**config.mk**
```make
export PLATFORM = sky130hd
export DESIGN_NAME = frag_rx_engine
export DESIGN_NICKNAME = d
export VERILOG_FILES = /design/src/rtl/frag_rx_pkg.sv /design/src/rtl/frag_rx_hdr_dec.sv /design/src/rtl/frag_rx_unpack.sv /design/src/rtl/frag_rx_ctrl.sv /design/src/rtl/frag_rx_engine.sv
export SDC_FILE = /design/constraint.sdc
export NUM_CORES = 1
export LEC_CHECK = 0
export BUFFER_PORTS_ARGS = -buffer_cell sky130_fd_sc_hd__buf_4
export CORE_MARGIN = 2
export CORE_UTILIZATION = 31
export DETAILED_ROUTE_END_ITERATION = 10
export MAX_ROUTING_LAYER = met4
export PLACE_DENSITY = 0.53
export SLEW_MARGIN = 20
export SYNTH_ARGS = -nofsm -noshare
export SYNTH_HDL_FRONTEND = slang
export SYNTH_SLANG_ARGS = --single-unit
```
**constraint.sdc**
```tcl
create_clock -name clk -period 3.6 [get_ports clk]
set_input_delay 0.18 -clock clk [delete_from_list [all_inputs] [get_ports clk]]
set_output_delay 0.18 -clock clk [all_outputs]
set_load 0.01 [all_outputs]
```
**src/rtl/frag_rx_pkg.sv**
```systemverilog
package frag_rx_pkg;

    // Slot and header layout the peer encodes; positions are behaviour.
    localparam int SLOT_W     = 32;
    localparam int SLOT_BYTES = SLOT_W / 8;
    localparam int LEN_W      = 9;
    localparam int LEN_LSB    = 16;
    localparam int LAST_BIT   = 31;
    localparam int NB_W       = $clog2(SLOT_BYTES + 1);

    typedef enum logic [3:0] {
        S_IDLE, S_READY, S_HWAIT, S_HDEC, S_PWAIT,
        S_BODY, S_DRAIN, S_FEND, S_FIN
    } rx_state_t;

    typedef struct packed {
        logic             last;
        logic [LEN_W-1:0] len;
    } frag_hdr_t;

    function automatic frag_hdr_t decode_hdr(input logic [SLOT_W-1:0] w);
        frag_hdr_t h;
        h.last = w[LAST_BIT];
        h.len  = w[LEN_LSB +: LEN_W];
        return h;
    endfunction

    function automatic logic [LEN_W:0] slots_for(input logic [LEN_W-1:0] len);
        logic [LEN_W:0] ext;
        ext = {1'b0, len} + (LEN_W+1)'(SLOT_BYTES - 1);
        return ext >> $clog2(SLOT_BYTES);
    endfunction

endpackage

```
**src/rtl/frag_rx_hdr_dec.sv**
```systemverilog
module frag_rx_hdr_dec
    import frag_rx_pkg::*;
(
    input  logic [SLOT_W-1:0] hdr_word,
    output frag_hdr_t         hdr,
    output logic [LEN_W:0]    n_slots,
    output logic [LEN_W-1:0]  n_whole,
    output logic [NB_W-1:0]   n_tail
);
    localparam int SH = $clog2(SLOT_BYTES);

    always_comb begin
        hdr     = decode_hdr(hdr_word);
        n_slots = slots_for(hdr.len);
        n_whole = hdr.len >> SH;
        n_tail  = NB_W'(hdr.len[SH-1:0]);
    end
endmodule

```
**src/rtl/frag_rx_unpack.sv**
```systemverilog
module frag_rx_unpack
    import frag_rx_pkg::*;
(
    input  logic              clk,
    input  logic              rst,
    input  logic              load,
    input  logic [SLOT_W-1:0] load_word,
    input  logic [NB_W-1:0]   load_n,
    output logic              out_valid,
    output logic [7:0]        out_data,
    input  logic              out_ready,
    output logic              busy
);
    logic [SLOT_W-1:0] shreg;
    logic [NB_W-1:0]   left;

    always_ff @(posedge clk) begin
        if (rst) begin
            shreg <= '0;
            left  <= '0;
        end else if (load) begin
            shreg <= load_word;
            left  <= load_n;
        end else if (left != '0 && out_ready) begin
            shreg <= shreg >> 8;
            left  <= left - NB_W'(1);
        end
    end

    assign out_valid = (left != '0);
    assign out_data  = shreg[7:0];
    assign busy      = out_valid;
endmodule

```
**src/rtl/frag_rx_ctrl.sv**
```systemverilog
module frag_rx_ctrl
    import frag_rx_pkg::*;
#(
    parameter int CNT_W    = 8,
    parameter int BUDGET_W = 10,
    parameter int MAX_TRY  = 5,
    parameter int RDY_WAIT = 16
) (
    input  logic                clk,
    input  logic                rst,
    input  logic                start,
    input  logic [BUDGET_W-1:0] max_len,
    input  logic [CNT_W-1:0]    fill_cnt,
    input  logic [SLOT_W-1:0]   slot_data,
    input  logic                peer_rdy,
    input  frag_hdr_t           hdr,
    input  logic [LEN_W:0]      n_slots,
    input  logic [LEN_W-1:0]    n_whole,
    input  logic [NB_W-1:0]     n_tail,
    input  logic                unp_busy,
    output logic [SLOT_W-1:0]   hdr_word,
    output logic                slot_pop,
    output logic                unp_load,
    output logic [NB_W-1:0]     unp_n,
    output logic                doorbell,
    output logic                zero_warn,
    output logic                done,
    output logic                ok,
    output logic                err,
    output logic [BUDGET_W-1:0] total_len,
    output logic                busy
);
    localparam int TRY_W  = $clog2(MAX_TRY + 1);
    localparam int WAIT_W = $clog2(RDY_WAIT + 1);

    rx_state_t           state;
    logic [TRY_W-1:0]    tries;
    logic [WAIT_W-1:0]   wcnt;
    logic [BUDGET_W-1:0] remain;
    logic [LEN_W-1:0]    whole_left;
    logic                too_long;

    assign too_long = BUDGET_W'(hdr.len) > remain;

    always_comb begin
        slot_pop  = 1'b0;
        unp_load  = 1'b0;
        unp_n     = '0;
        doorbell  = 1'b0;
        zero_warn = 1'b0;
        done      = 1'b0;
        case (state)
            S_HWAIT: slot_pop = (fill_cnt != '0);
            S_HDEC:  zero_warn = (hdr.len == '0) && !too_long;
            S_BODY: begin
                if (!unp_busy) begin
                    if (whole_left != '0) begin
                        slot_pop = 1'b1;
                        unp_load = 1'b1;
                        unp_n    = NB_W'(SLOT_BYTES);
                    end else if (peer_rdy && n_tail != '0) begin
                        slot_pop = 1'b1;
                        unp_load = 1'b1;
                        unp_n    = n_tail;
                    end
                end
            end
            S_FEND:  doorbell = !hdr.last && (remain != '0) && (fill_cnt == '0);
            S_FIN:   done = 1'b1;
            default: ;
        endcase
    end

    always_ff @(posedge clk) begin
        if (rst) begin
            state      <= S_IDLE;
            tries      <= '0;
            wcnt       <= '0;
            remain     <= '0;
            whole_left <= '0;
            hdr_word   <= '0;
            total_len  <= '0;
            ok         <= 1'b0;
            err        <= 1'b0;
        end else begin
            case (state)
                S_IDLE: if (start) begin
                    remain    <= max_len;
                    total_len <= '0;
                    tries     <= '0;
                    wcnt      <= '0;
                    ok        <= 1'b0;
                    err       <= 1'b0;
                    state     <= S_READY;
                end
                S_READY: begin
                    if (peer_rdy) begin
                        state <= S_HWAIT;
                    end else if (wcnt == WAIT_W'(RDY_WAIT - 1)) begin
                        wcnt <= '0;
                        if (tries == TRY_W'(MAX_TRY - 1)) begin
                            err   <= 1'b1;
                            state <= S_FIN;
                        end else begin
                            tries <= tries + TRY_W'(1);
                        end
                    end else begin
                        wcnt <= wcnt + WAIT_W'(1);
                    end
                end
                S_HWAIT: if (fill_cnt != '0) begin
                    hdr_word <= slot_data;
                    state    <= S_HDEC;
                end
                S_HDEC: begin
                    if (too_long) begin
                        err   <= 1'b1;
                        state <= S_FIN;
                    end else begin
                        remain     <= remain - BUDGET_W'(hdr.len);
                        total_len  <= total_len + BUDGET_W'(hdr.len);
                        whole_left <= n_whole;
                        state      <= (hdr.len == '0) ? S_FEND : S_PWAIT;
                    end
                end
                S_PWAIT: if (32'(fill_cnt) >= 32'(n_slots)) state <= S_BODY;
                S_BODY: if (!unp_busy) begin
                    if (whole_left != '0) begin
                        whole_left <= whole_left - LEN_W'(1);
                    end else if (!peer_rdy) begin
                        err   <= 1'b1;
                        state <= S_FIN;
                    end else begin
                        state <= S_DRAIN;
                    end
                end
                S_DRAIN: if (!unp_busy) state <= S_FEND;
                S_FEND: begin
                    if (hdr.last) begin
                        ok    <= 1'b1;
                        state <= S_FIN;
                    end else if (remain == '0) begin
                        err   <= 1'b1;
                        state <= S_FIN;
                    end else begin
                        state <= S_HWAIT;
                    end
                end
                S_FIN:   state <= S_IDLE;
                default: state <= S_IDLE;
            endcase
        end
    end

    assign busy = (state != S_IDLE);
endmodule

```
**src/rtl/frag_rx_engine.sv**
```systemverilog
module frag_rx_engine
    import frag_rx_pkg::*;
#(
    parameter int CNT_W    = 8,
    parameter int BUDGET_W = 10,
    parameter int MAX_TRY  = 5,
    parameter int RDY_WAIT = 16
) (
    input  logic                clk,
    input  logic                rst,
    input  logic                start,
    input  logic [BUDGET_W-1:0] max_len,
    input  logic [CNT_W-1:0]    fill_cnt,
    input  logic [31:0]         slot_data,
    input  logic                peer_rdy,
    output logic                slot_pop,
    output logic                byte_valid,
    output logic [7:0]          byte_data,
    input  logic                byte_ready,
    output logic                doorbell,
    output logic                zero_warn,
    output logic                done,
    output logic                ok,
    output logic                err,
    output logic [BUDGET_W-1:0] total_len,
    output logic                busy
);
    logic [SLOT_W-1:0] hdr_word;
    frag_hdr_t         hdr;
    logic [LEN_W:0]    n_slots;
    logic [LEN_W-1:0]  n_whole;
    logic [NB_W-1:0]   n_tail;
    logic              unp_load;
    logic [NB_W-1:0]   unp_n;
    logic              unp_busy;

    frag_rx_hdr_dec u_dec (
        .hdr_word (hdr_word),
        .hdr      (hdr),
        .n_slots  (n_slots),
        .n_whole  (n_whole),
        .n_tail   (n_tail)
    );

    frag_rx_ctrl #(
        .CNT_W    (CNT_W),
        .BUDGET_W (BUDGET_W),
        .MAX_TRY  (MAX_TRY),
        .RDY_WAIT (RDY_WAIT)
    ) u_ctrl (
        .clk       (clk),
        .rst       (rst),
        .start     (start),
        .max_len   (max_len),
        .fill_cnt  (fill_cnt),
        .slot_data (slot_data),
        .peer_rdy  (peer_rdy),
        .hdr       (hdr),
        .n_slots   (n_slots),
        .n_whole   (n_whole),
        .n_tail    (n_tail),
        .unp_busy  (unp_busy),
        .hdr_word  (hdr_word),
        .slot_pop  (slot_pop),
        .unp_load  (unp_load),
        .unp_n     (unp_n),
        .doorbell  (doorbell),
        .zero_warn (zero_warn),
        .done      (done),
        .ok        (ok),
        .err       (err),
        .total_len (total_len),
        .busy      (busy)
    );

    frag_rx_unpack u_unp (
        .clk       (clk),
        .rst       (rst),
        .load      (unp_load),
        .load_word (slot_data),
        .load_n    (unp_n),
        .out_valid (byte_valid),
        .out_data  (byte_data),
        .out_ready (byte_ready),
        .busy      (unp_busy)
    );
endmodule

```
* After elaboration in Yosys (flattened, before gate mapping)
Cells that the tools add are included.
** Word-level totals
- Bits in registers :: 110
- Bits in latches :: 0
- Memory bits (writable) :: 0
- Bits in read-only memories :: 0
- Input bits :: 55
- Memories :: 0
** Cells by class
- Add/sub/neg operators :: 7
- Multipliers :: 0
- Div/mod/pow operators :: 0
- $lt $le $gt $ge :: 2
- Equal/unequal tests :: 29
- Shift-type cells :: 0
- Mux-type cells :: 63
- Bitwise operators :: 0
- Reduce and logical (&&, ||, !) cells :: 31
** Operators by type and width (number)
- $mux W32 :: 2
- $mux W4 :: 13
- $mux W10 :: 4
- $pmux W10 S2 :: 2
- $pmux W4 S8 :: 1
- $mux W3 :: 9
- $mux W9 :: 3
- $mux W1 :: 18
- $ne A2 B2 Y1 const B :: 9
- $pmux W9 S2 :: 1
- $eq A4 B3 Y1 const B :: 4
- $ne A2 B1 Y1 const B :: 8
- $mux W5 :: 3
- $reduce_and A11 Y1 :: 1
- $add A10 B9 Y10 :: 1
- $add A9 B2 Y10 const B :: 1
- $gt A9 B10 Y1 :: 1
- $logic_not A10 Y1 :: 1
- $pmux W5 S2 :: 1
- $reduce_bool A10 Y1 :: 1
- $reduce_bool A2 Y1 :: 5
- $sub A10 B9 Y10 :: 1
- $logic_not A9 Y1 :: 1
- $reduce_and A3 Y1 :: 3
- 28 further kinds :: 38

* Depth between registers and ports, before layout
Gate-level depths: netlist (run 1).
- Depth after elaboration :: 7
- Mapped depth :: 13
- Gate-level depth less buffers :: 13

* Cells and area by module
A second synthesis (run 1) with hierarchy kept.
** Second synthesis, totals
- Cells, all modules :: 851
- Area total of the unflattened synthesis :: 6807.8 µm²
** By module, submodules not included
- frag_rx_ctrl :: instances 1, cells an instance 599, area an instance 4571.9 µm², seq. area each 1501.4 µm²
- frag_rx_unpack :: instances 1, cells an instance 209, area an instance 1924.3 µm², seq. area each 700.7 µm²
- frag_rx_hdr_dec :: instances 1, cells an instance 43, area an instance 311.5 µm², seq. area each 0.0 µm²

* Worst setup path before layout (run 1)
Ideal clock, no wire load.
- Kind :: register to register
- Start point :: reg u_ctrl.hdr_word[17]
- End point :: reg u_ctrl.state[1]
- Library setup time :: 119 ps
- Data arrival time :: 2411 ps
- Data required time :: 3481 ps
- Slack :: 1070 ps
- Stages on the path, launching flop included :: 13
- Path buffers :: 0
- Clock period less this slack :: 2530 ps
- Path through :: dfxtp_1 > nor2_1 > nor2_1 > nand3_1 > nor2_1 > nand2_1 > xnor2_1 > ha_1 > a21o_1 > a31oi_1 > o21ai_0 > and2_1 > o221a_1
** Between the ends
- Cells in the longest elaborated chain, start to end :: 4
- Elaborated cells on any way between the ends :: 9
- Classes of those cells :: 1 x add/sub; 2 x order compare; 1 x eq/ne; 3 x mux; 2 x reduce/logical
** RTL lines
- start: declaration :: RTL line frag_rx_ctrl.sv:21 : output logic [SLOT_W-1:0] hdr_word,
- start signal: assignment :: RTL line frag_rx_ctrl.sv:112 : hdr_word <= slot_data;
- $add A9 B2 Y10 or $logic_not A9 Y1 (tied branches) :: RTL line frag_rx_pkg.sv:30, frag_rx_ctrl.sv:123
- $ge A8 B8 Y1 or $mux W2 (tied branches) :: RTL line frag_rx_ctrl.sv:126, frag_rx_ctrl.sv:123
- $ne A2 B1 Y1 (no line) or $mux W4 (tied branches)
- $reduce_and A8 Y1 (no line) or $pmux W4 S8 (tied branches)
- end signal: assignment :: RTL line frag_rx_ctrl.sv:123 : state <= (hdr.len == '0) ? S_FEND : S_PWAIT;
- end: declaration :: RTL line frag_rx_ctrl.sv:36 : rx_state_t state;
Several ways; a longest one is shown, not always the timed one.
A chain may end at the register's enable or synchronous reset.

* Worst setup path in the final report (run 1)
- Start point :: reg u_ctrl.state[2]
- End point :: out slot_pop
** Between the ends
- Cells in the longest elaborated chain, start to end :: 2
- Elaborated cells on any way between the ends :: 3
- Classes of those cells :: 2 x eq/ne; 1 x mux
** RTL lines
- $eq A4 B3 Y1 or $eq A4 B2 Y1 (tied branches) :: RTL line frag_rx_ctrl.sv:52 : case (state)
- $pmux W1 S2 (*) :: RTL line frag_rx_ctrl.sv:52
- end: declaration :: RTL line frag_rx_engine.sv:16 : output logic slot_pop,
Every way passes the cells marked *; elsewhere a longest branch is shown, timed or not.

==> out/results.ini, run 1 <==
[detailed_routing]
met2_wire_length_microns=7000
ant_nets=0
dr.max_layer_used=met4
wirelength_met1_microns=7310
vias=4989
first_iter_violations=326
drt_first_pass_iters=5
routed_wl_microns=15400
avgRoutedWirePerCell_microns=16.5
via_density_per_instance=5.35
met3WireLength_microns=787
drc=0

[critical_path]
timing.setup.critical_path_class=flop to primary output
crit_chain=nor2b_1 > nand3b_1 > nor2_1 > nand2_2 > nand2b_1 > buf_4
cp.buffers_inverters=1
slowest_delay_ps=510
regToRegSetupSlack_ps=670
path_delay_family=simple AND/OR/NAND/NOR gates
regToRegEndpoint=u_ctrl.state[1]
cp_slowest_cell=dfxtp_1
cp.required_ps=3420
worst_r2r_startpoint=u_ctrl.hdr_word[17]
worst_r2r_path_depth=12
end_kind=primary output
critPathLaunchType=flop
critical_path_arrival_ps=2790
worst-path-max-fanout=32

[hold_path]
worstHoldEndpoint=u_unp.shreg[30]
min_path_type=input port to flop
hold_path_startpoint=slot_data[30]
holdPathStages=3

[global_route]
maximum_number_of_pins_on_one_net_before_global_route_repair=79
global_route_wire_length_before_repair_microns=24400
grt-ovfl-total=0
number_of_global_route_vias_before_repair=4682
number_of_antenna_violations_at_the_first_check_in_global_routing=0
gr-usage-all-layers_pct=17.7

[timing]
maxSlewHeadroom_pct=42.3
layout_worst_path_cycle_share_pct=82.6
setup_viol=0
maxClockFrequency_ghz=0.336
clock-skew-final_ps=10.4
unrepaired_setup_endpoints_after_global_routing=no
worst-slew-pin-transition_ps=866
hold_viol_final=0
timing.setup.tns_ps=0
slew_viol_final=0
post_route_minimum_period_ps=2970

[clocking]
clock-root-buffer=clkbuf_16
cts_hold_buf=0
tritoncts.num_buffers=9
post_cts.resized_instances=0
cts_max_path_buffers=2
cts_tree=built
cts.sink_count=88
clk_pin_slew_ps=70
post-cts-setup-buffers=0
cts_htree_levels=3
worst_skew_pair.late_latency_ps=360

[place]
io_buffer_count=80
finalWeightedCongestion=0.860
place_hpwl_microns=11300

[cells_and_area]
drive_above_1_share_pct=17.0
fin_nets=797
layout-area-overhead-vs-synth_pct=19.2
num_antenna_cells=0
core_occupancy_in_the_finished_layout_pct=37.9
fillers=1739

[power_and_ir_drop]
vdd_drop_max_mv=0.272
cellLeakagePower_nw=2.39
powerDensity_nw_per_um2=601

[synthesis]
post_synth_main_area_contributors=dfxtp_1 33%, ha_1 7.6%, a21oi_1 6.0%
postSynthAreaPerCell_sq_um=8.02
synth_cell_types=71
synth_common_cells=88 x dfxtp_1, 73 x nand2_1, 67 x nor2_1
syn-num-nets=746
postSynth.asyncResetShare_pct=0
synth_most_common_cell=dfxtp_1
netlist.top_cell.by_area=dfxtp_1
synth_seq_area_share_pct=33.4
synth_seq_cells=88
syn_area_sq_um=5270
synth_top_area_share_pct=33.4
synth.yosys.warnings=0
synth_ff_type=dfxtp_1
synth_cells=657
synth-edff-count=0

[floorplan]
core_outline_area_sq_um=16600
num_rows=47
width_of_the_die_microns=134
fp.dieH_microns=134
ioPinCount=81
die_area_sq_um=18100
start_util_pct=31.8

[run_status]
status=finished, final reports clean

[job]
cap_viol_max_count=0

[cell type report]
class	count	area, sq um	area share, %
repair buffers	87	653	10.4
clock inverters	7	103	1.63
well taps	220	275	4.38
clock buffers	9	225	3.59
inverters	22	82.6	1.31
flip-flops and latches	88	1760	28.0
multi-input cells	500	3180	50.6
[kinds of logic after synthesis]
logic type,Yosys count,share of synthesized area (%)
buffers and inverters,69,6.24
flip-flops,88,33.4
AND/OR/NAND/NOR,256,23.9
multiplexers,12,2.28
AO/OA/AOI/OAI,178,22.4
XOR/XNOR,20,3.32
adder cells (fa/ha/maj),34,8.36
[worst reg2reg max path, delay by kind of cell (launching register included)]
| family | cells | cell delay [ps] |
|---|---|---|
| and+or+nand+nor | 6 | 1110 |
| AOI/OAI and AO/OA | 4 | 730 |
| DFF | 1 | 550 |
| adders and majority gates | 1 | 270 |
| xor gates and xnor gates | 1 | 190 |
[placed cells by master (no fill, tap or decap), drive strengths merged, types with 3 or more instances in the layout]
cell type and n:
o221a 3, a21oi 64, nor3 20, buf 87
nor4 10, dfxtp 88, nor2 68, or4 7
o31ai 3, nor3b 3, xor2 6, a22oi 14
ha 32, nand2 75, o211ai 4, or3 6
inv 24, nand2b 6, xnor2 14, o21ai 31
a211oi 10, a31oi 3, o21bai 3, o21a 7
a21o 3, nand3 31, and3 3, nor2b 6
clkbuf 9, a311oi 13, nand4 7, mux2i 12
[through the flow]
stage                     total power, mW  setup WS (ps)  cell area, sq um  hold slack [ps]  std cells
final                                3.77            625              6280             80.9        933
after CTS                            3.80            606              6280             67.2        933
after global routing                 4.03            339              6280             79.6        933
after floorplan                      2.32           1070              5270              316        657
after detailed placement             2.73            710              5950              439        917
after global placement               2.70            845              5950              430        917
[state kept, by name (all words and copies together) (netlist names)]
register / cells
u_unp.left: 3
u_ctrl.hdr_word: 10
u_unp.shreg: 32
u_ctrl.err: 1
u_ctrl.total_len: 10
u_ctrl.ok: 1
u_ctrl.wcnt: 5
u_ctrl.tries: 3
u_ctrl.remain: 10
u_ctrl.whole_left: 9
u_ctrl.state: 4
[worst max path at each step]
stage,from,end,slack [ps],depth (start not counted)
2_1_floorplan,u_ctrl.hdr_word[17],u_ctrl.state[1],1070,12
3_3_place_gp,u_ctrl.hdr_word[17],u_ctrl.state[1],840,12
3_5_place_dp,u_ctrl.hdr_word[17],u_ctrl.state[1],710,12
4_1_cts,u_ctrl.whole_left[0],slot_pop,610,8
5_1_grt,u_ctrl.state[2],slot_pop,340,6
6_report,u_ctrl.state[2],slot_pop,630,6
[where the power goes]
part / internal (mW) / leakage, nW / switching [mW] / total (mW)
combinational: 0.587 / 1.52 / 0.938 / 1.52
sequential: 1.08 / 0.712 / 0.120 / 1.20
clock: 0.616 / 0.157 / 0.438 / 1.05
[per-layer routing]
layer / vias to the layer above / global-route usage, %
met5: - / -
met4: 0 / 5.96
met3: 21 / 2.95
met2: 134 / 27.0
met1: 2347 / 23.8
li1: 2487 / -
(Power assumes the default switching activity.)
==> run 2, diff against run 1 <==
- PLACE_DENSITY: 0.53 -> 0.54
- clock period: 3.6 -> 2.6 ns (I/O delays scaled with it)
==> out/results.ini, run 2 (synthesis results as in run 1) <==
[run_status]
status=finished, final reports clean  ; unchanged

[place]
io_buffer_count=80  ; unchanged
finalWeightedCongestion=0.902  ; was 0.860
place_hpwl_microns=11500  ; was 11300 microns

[clocking]
clock-root-buffer=clkbuf_16  ; unchanged
cts.sink_count=88  ; unchanged
cts_max_path_buffers=2  ; unchanged
cts_tree=built  ; unchanged
clk_pin_slew_ps=70  ; about the same
worst_skew_pair.late_latency_ps=350  ; was 360 ps
cts_htree_levels=3  ; unchanged
tritoncts.num_buffers=9  ; unchanged

[power_and_ir_drop]
share_comb_of_total_power_pct=43.9  ; was 40.4%
internal-power_mw=3.15  ; was 2.28 mW
p_clk_share_pct=24.9  ; was 27.9%
seq_power_share_pct=31.2  ; was 31.7%
vdd_drop_max_mv=0.363  ; was 0.272 mV
power.net_switching_mw=2.12  ; was 1.50 mW
switching_share_pct=40.3  ; was 39.6%
powerDensity_nw_per_um2=807  ; was 601 nW/um^2
cellLeakagePower_nw=2.52  ; was 2.39 nW

[cells_and_area]
fin_nets=824  ; was 797
largest_reg_flops=32  ; unchanged
layout_common_cells=111 x buf_4, 87 x dfxtp_1, 73 x nand2_1  ; was 88 x dfxtp_1, 87 x buf_4, 73 x nand2_1
final_common_cell=buf_4  ; was dfxtp_1
largest-register=u_unp.shreg  ; unchanged
core_occupancy_in_the_finished_layout_pct=39.3  ; was 37.9%
drive_above_1_share_pct=20.7  ; was 17.0%
layout-area-overhead-vs-synth_pct=23.8  ; was 19.2%
num_antenna_cells=0  ; unchanged

[detailed_routing]
avgRoutedWirePerCell_microns=15.8  ; was 16.5 microns
via_density_per_instance=5.27  ; was 5.35
met3WireLength_microns=603  ; was 787 microns
drc=0  ; unchanged
dr.max_layer_used=met4  ; unchanged
routed_wl_microns=15200  ; was 15400 microns
wirelength_met1_microns=7040  ; was 7310 microns
vias=5058  ; was 4989
ant_nets=0  ; unchanged
drt_first_pass_iters=5  ; unchanged
first_iter_violations=347  ; was 326
met2_wire_length_microns=7040  ; was 7000 microns

[critical_path]
worst-path-max-fanout=32  ; unchanged
end_kind=primary output  ; unchanged
critPathLaunchType=flop  ; unchanged
cp.required_ps=2470  ; was 3420 ps
timing.setup.critical_path_class=flop to primary output  ; unchanged
critical_path_arrival_ps=2340  ; was 2790 ps

[timing]
post_route_minimum_period_ps=2470
unrepaired_setup_endpoints_after_global_routing=no  ; unchanged
hold_ws_ps=30.4  ; was 80.9 ps
worst-slew-pin-transition_ps=715  ; was 866 ps
maxClockFrequency_ghz=0.405
slew_viol_final=0  ; unchanged
hold_viol_final=0  ; unchanged
timing.setup.tns_ps=0  ; unchanged
maxSlewHeadroom_pct=52.2  ; was 42.3%
clock-skew-final_ps=8.93  ; was 10.4 ps
setup_viol=0  ; unchanged
layout_worst_path_cycle_share_pct=95.0

[job]
cap_viol_max_count=0  ; unchanged

[floorplan]
die_area_sq_um=18100  ; unchanged
fp.dieH_microns=134  ; unchanged
width_of_the_die_microns=134  ; unchanged
num_rows=47  ; unchanged
ioPinCount=81  ; unchanged
start_util_pct=31.8  ; unchanged
core_outline_area_sq_um=16600  ; unchanged

[hold_path]
min_path_type=input port to flop  ; unchanged

[global_route]
number_of_global_route_vias_before_repair=4798  ; was 4682
maximum_number_of_pins_on_one_net_before_global_route_repair=60  ; was 79
gr-usage-all-layers_pct=17.5  ; was 17.7%
grt-ovfl-total=0  ; unchanged
global_route_wire_length_before_repair_microns=24500  ; was 24400 microns
number_of_antenna_violations_at_the_first_check_in_global_routing=0  ; unchanged

run 2: cell types whose count changed in the layout (fill, tap and decap cells not counted), sizes merged:
cell / change
buf: +27
bufinv: -2
inv: +2
clkinv: +1
clkinvlp: -1
run 2: final cells by class:
| cell class | count | area (sq um) |
|---|---|---|
| flip-flops and latches | 88 | 1760 |
| fillers | 1753 | 10100 |
| repair buffers | 114 | 893 |
| clock buffers | 9 | 225 |
| clock inverters | 7 | 73.8 |
| well taps | 220 | 275 |
| multi-input cells | 500 | 3210 |
| inverters | 22 | 82.6 |
run 2: what timing repair did:
| item | 4_1_cts | 5_1_grt |
|---|---|---|
| cloned | 0 | 0 |
| resized for setup | 0 | 7 |
| hold buffers | 0 | 0 |
| pin swaps | 1 | 2 |
| endpoints found under the setup margin | 1 | 9 |
| buffers inserted | 1 | 1 |
run 2: metal layers:
layer,GRT usage (%),up-vias
li1,-,2539
met1,23.0,2365
met2,26.7,125
met3,2.38,29
met4,8.01,0
met5,-,-
run 2: per-stage QoR:
step	total power, mW	area, sq um	setup slack [ps]	instances
4_1_cts	5.23	6480	6.98	959
5_1_grt	5.65	6530	0.207	960
2_1_floorplan	3.21	5270	70.3	657
6_report	5.27	6530	131	960
3_5_place_dp	3.90	6180	78.5	942
3_3_place_gp	3.86	6180	152	942
run 2: power by group through the flow:
| stage | clock network (mW) | logic [mW] | registers (mW) |
|---|---|---|---|
| floorplan | 0 | 1.60 | 1.61 |
| global placement | 0 | 2.20 | 1.66 |
| detailed placement | 0 | 2.23 | 1.67 |
| CTS | 1.35 | 2.24 | 1.64 |
| global route | 1.39 | 2.59 | 1.67 |
| finish | 1.31 | 2.31 | 1.64 |
run 2: path summary, 6_finish.rpt:
path | startpoint | end | slack [ps] | cells past startpoint
worst min register to register | u_ctrl.whole_left[8] | u_ctrl.whole_left[8] | 460 | 2
worst max-delay path | u_ctrl.whole_left[0] | slot_pop | 130 | 10
worst max register to register | u_ctrl.remain[0] | u_ctrl.whole_left[2] | 210 | 10
worst min-delay path | slot_data[27] | u_unp.shreg[27] | 30 | 3
run 2: worst max-delay path, cell delays in order (launching register included):
cell	delay, ps
dfxtp_1	340
inv_1	90
ha_1	180
or3b_1	420
nor3_4	190
buf_4	160
nand2_2	50
nand2_2	110
buf_12	190
nand2b_1	100
buf_4	150
==> run 3, diff against run 2 <==
- SETUP_SLACK_MARGIN: not set -> 0.4
==> out/results.ini, run 3 (synthesis results as in run 1) <==
[run_status]
status=finished, final reports clean  ; unchanged

[cells_and_area]
layout-area-overhead-vs-synth_pct=37.1  ; was 23.8%
largest-register=u_unp.shreg  ; unchanged
num_antenna_cells=0  ; unchanged
largest_reg_flops=32  ; unchanged
final_cell_count_no_fill=993  ; was 960
fillers=1672  ; was 1753
layout_common_cells=124 x buf_4, 75 x dfxtp_1, 70 x nand2_1  ; was 111 x buf_4, 87 x dfxtp_1, 73 x nand2_1
drive_above_1_share_pct=33.5  ; was 20.7%
fin_nets=857  ; was 824
final_common_cell=buf_4  ; unchanged

[clocking]
cts_max_path_buffers=2  ; unchanged
cts.sink_count=88  ; unchanged
clk_pin_slew_ps=70  ; about the same
tritoncts.num_buffers=9  ; unchanged
cts_tree=built  ; unchanged
clock-root-buffer=clkbuf_16  ; unchanged
worst_skew_pair.late_latency_ps=360  ; was 350 ps
cts_htree_levels=3  ; unchanged

[place]
finalWeightedCongestion=0.894  ; was 0.902
placed_cells=941  ; was 942
place_hpwl_microns=12000  ; was 11500 microns
io_buffer_count=80  ; unchanged

[detailed_routing]
ant_nets=0  ; unchanged
avgRoutedWirePerCell_microns=17.2  ; was 15.8 microns
first_iter_violations=304  ; was 347
routed_wl_microns=17100  ; was 15200 microns
vias=5331  ; was 5058
drt_first_pass_iters=5  ; unchanged
via_density_per_instance=5.37  ; was 5.27
drc=0  ; unchanged

[critical_path]
timing.critical_path.from=u_ctrl.hdr_word[20]  ; was u_ctrl.whole_left[0]
crit_chain=inv_1 > ha_2 > or3_1 > o221a_4 > buf_6 > buf_6 > o21ai_4 > nor3_1 > a31o_2  ; was inv_1 > ha_1 > or3b_1 > nor3_4 > buf_4 > nand2_2 > nand2_2 > buf_12 > nand2b_1 > buf_4
critPathLaunchType=flop  ; unchanged
critical_path_arrival_ps=2560  ; was 2340 ps
cp_common_cell=buf_6
worst_r2r_startpoint=u_ctrl.hdr_word[20]  ; was u_ctrl.remain[0]
worst-path-max-fanout=8  ; was 32
timing.setup.critical_path_class=flop to flop  ; was flop to primary output
end_kind=flop  ; was primary output
slowest_delay_ps=390  ; was 420 ps
cp.required_ps=2860  ; was 2470 ps
cp_slowest_cell=or3_1  ; was or3b_1

[hold_path]
min_path_type=input port to flop  ; unchanged
hold_path_startpoint=slot_data[27]  ; unchanged

[floorplan]
ioPinCount=81  ; unchanged
core_outline_area_sq_um=16600  ; unchanged
num_rows=47  ; unchanged
start_util_pct=31.8  ; unchanged
die_area_sq_um=18100  ; unchanged
fp.dieH_microns=134  ; unchanged
width_of_the_die_microns=134  ; unchanged

[global_route]
grt-ovfl-total=0  ; unchanged
maximum_number_of_pins_on_one_net_before_global_route_repair=48  ; was 60
global_route_wire_length_before_repair_microns=26300  ; was 24500 microns
gr-usage-all-layers_pct=18.9  ; was 17.5%
number_of_global_route_vias_before_repair=5158  ; was 4798
number_of_antenna_violations_at_the_first_check_in_global_routing=0  ; unchanged

[power_and_ir_drop]
vdd_drop_max_mv=0.429  ; was 0.363 mV
total_power_mw=6.14  ; was 5.27 mW
powerDensity_nw_per_um2=850  ; was 807 nW/um^2
cellLeakagePower_nw=2.79  ; was 2.52 nW

[timing]
worst-slew-pin-transition_ps=752  ; was 715 ps
maxSlewHeadroom_pct=49.3  ; was 52.2%
timing.setup.tns_ps=0  ; unchanged
setup_viol=0  ; unchanged
slew_viol_final=0  ; unchanged
hold_viol_final=0  ; unchanged
post_route_minimum_period_ps=2300  ; was 2470 ps
maxClockFrequency_ghz=0.435  ; was 0.405 GHz
unrepaired_setup_endpoints_after_global_routing=yes  ; was no
clock-skew-final_ps=6.75  ; was 8.93 ps
layout_worst_path_cycle_share_pct=88.5  ; was 95.0%

[job]
cap_viol_max_count=0  ; unchanged

run 3: routing by layer:
layer | global-route usage [%] | part of all wire [%] | vias up
met5 | - | 0 | -
met4 | 7.37 | 2.7 | 0
met3 | 3.29 | 3.3 | 32
met2 | 29.7 | 47 | 122
met1 | 24.2 | 47 | 2563
li1 | - | - | 2614
run 3: what timing repair did:
action / in CTS / in global routing
pin swaps: 14 / 35
hold buffers: 0 / 0
gates resized for setup: 30 / 81
endpoints found under the setup margin: 54 / 68
setup buffers: 23 / 9
cloned: 1 / 3
run 3: worst max-delay path: cells and delay by family, from the launching register on:
kind,cells,cell delay [ps]
compound gates,3,800
simple gates,2,490
flops,1,350
buf+inv,3,330
fa+ha+maj,1,230
run 3: cell type report:
type	count	area [sq um]	share of cell area, %
multi-input cells	502	3570	49.4
flip-flops and latches	88	1790	24.7
repair buffers	145	1210	16.8
well taps	220	275	3.81
clock buffers	9	225	3.12
inverters	22	85.1	1.18
clock inverters	7	68.8	0.952
run 3: final timing paths:
| kind | cells after the start | to | slack [ps] |
|---|---|---|---|
| max | 9 | u_ctrl.whole_left[2] | 300 |
| min | 3 | u_unp.shreg[27] | 20 |
| max reg2reg | 9 | u_ctrl.whole_left[2] | 300 |
| min reg2reg | 2 | u_ctrl.whole_left[8] | 440 |
run 3: stage by stage:
stage	hold slack (ps)	cell area, sq um	utilization [%]	setup WS [ps]
floorplan	266	5330	-	391
global placement	381	6200	37.4	175
detailed placement	394	6200	37.4	104
CTS	14.9	6820	41.1	310
global route	10.0	7230	43.6	153
finish	20.9	7230	43.6	299
run 3: report_power, final:
group | internal (mW) | switching [mW] | leakage (nW) | total [mW]
Clock | 0.679 | 0.636 | 0.146 | 1.31
Combinational | 1.45 | 1.71 | 1.93 | 3.16
Sequential | 1.50 | 0.177 | 0.719 | 1.67
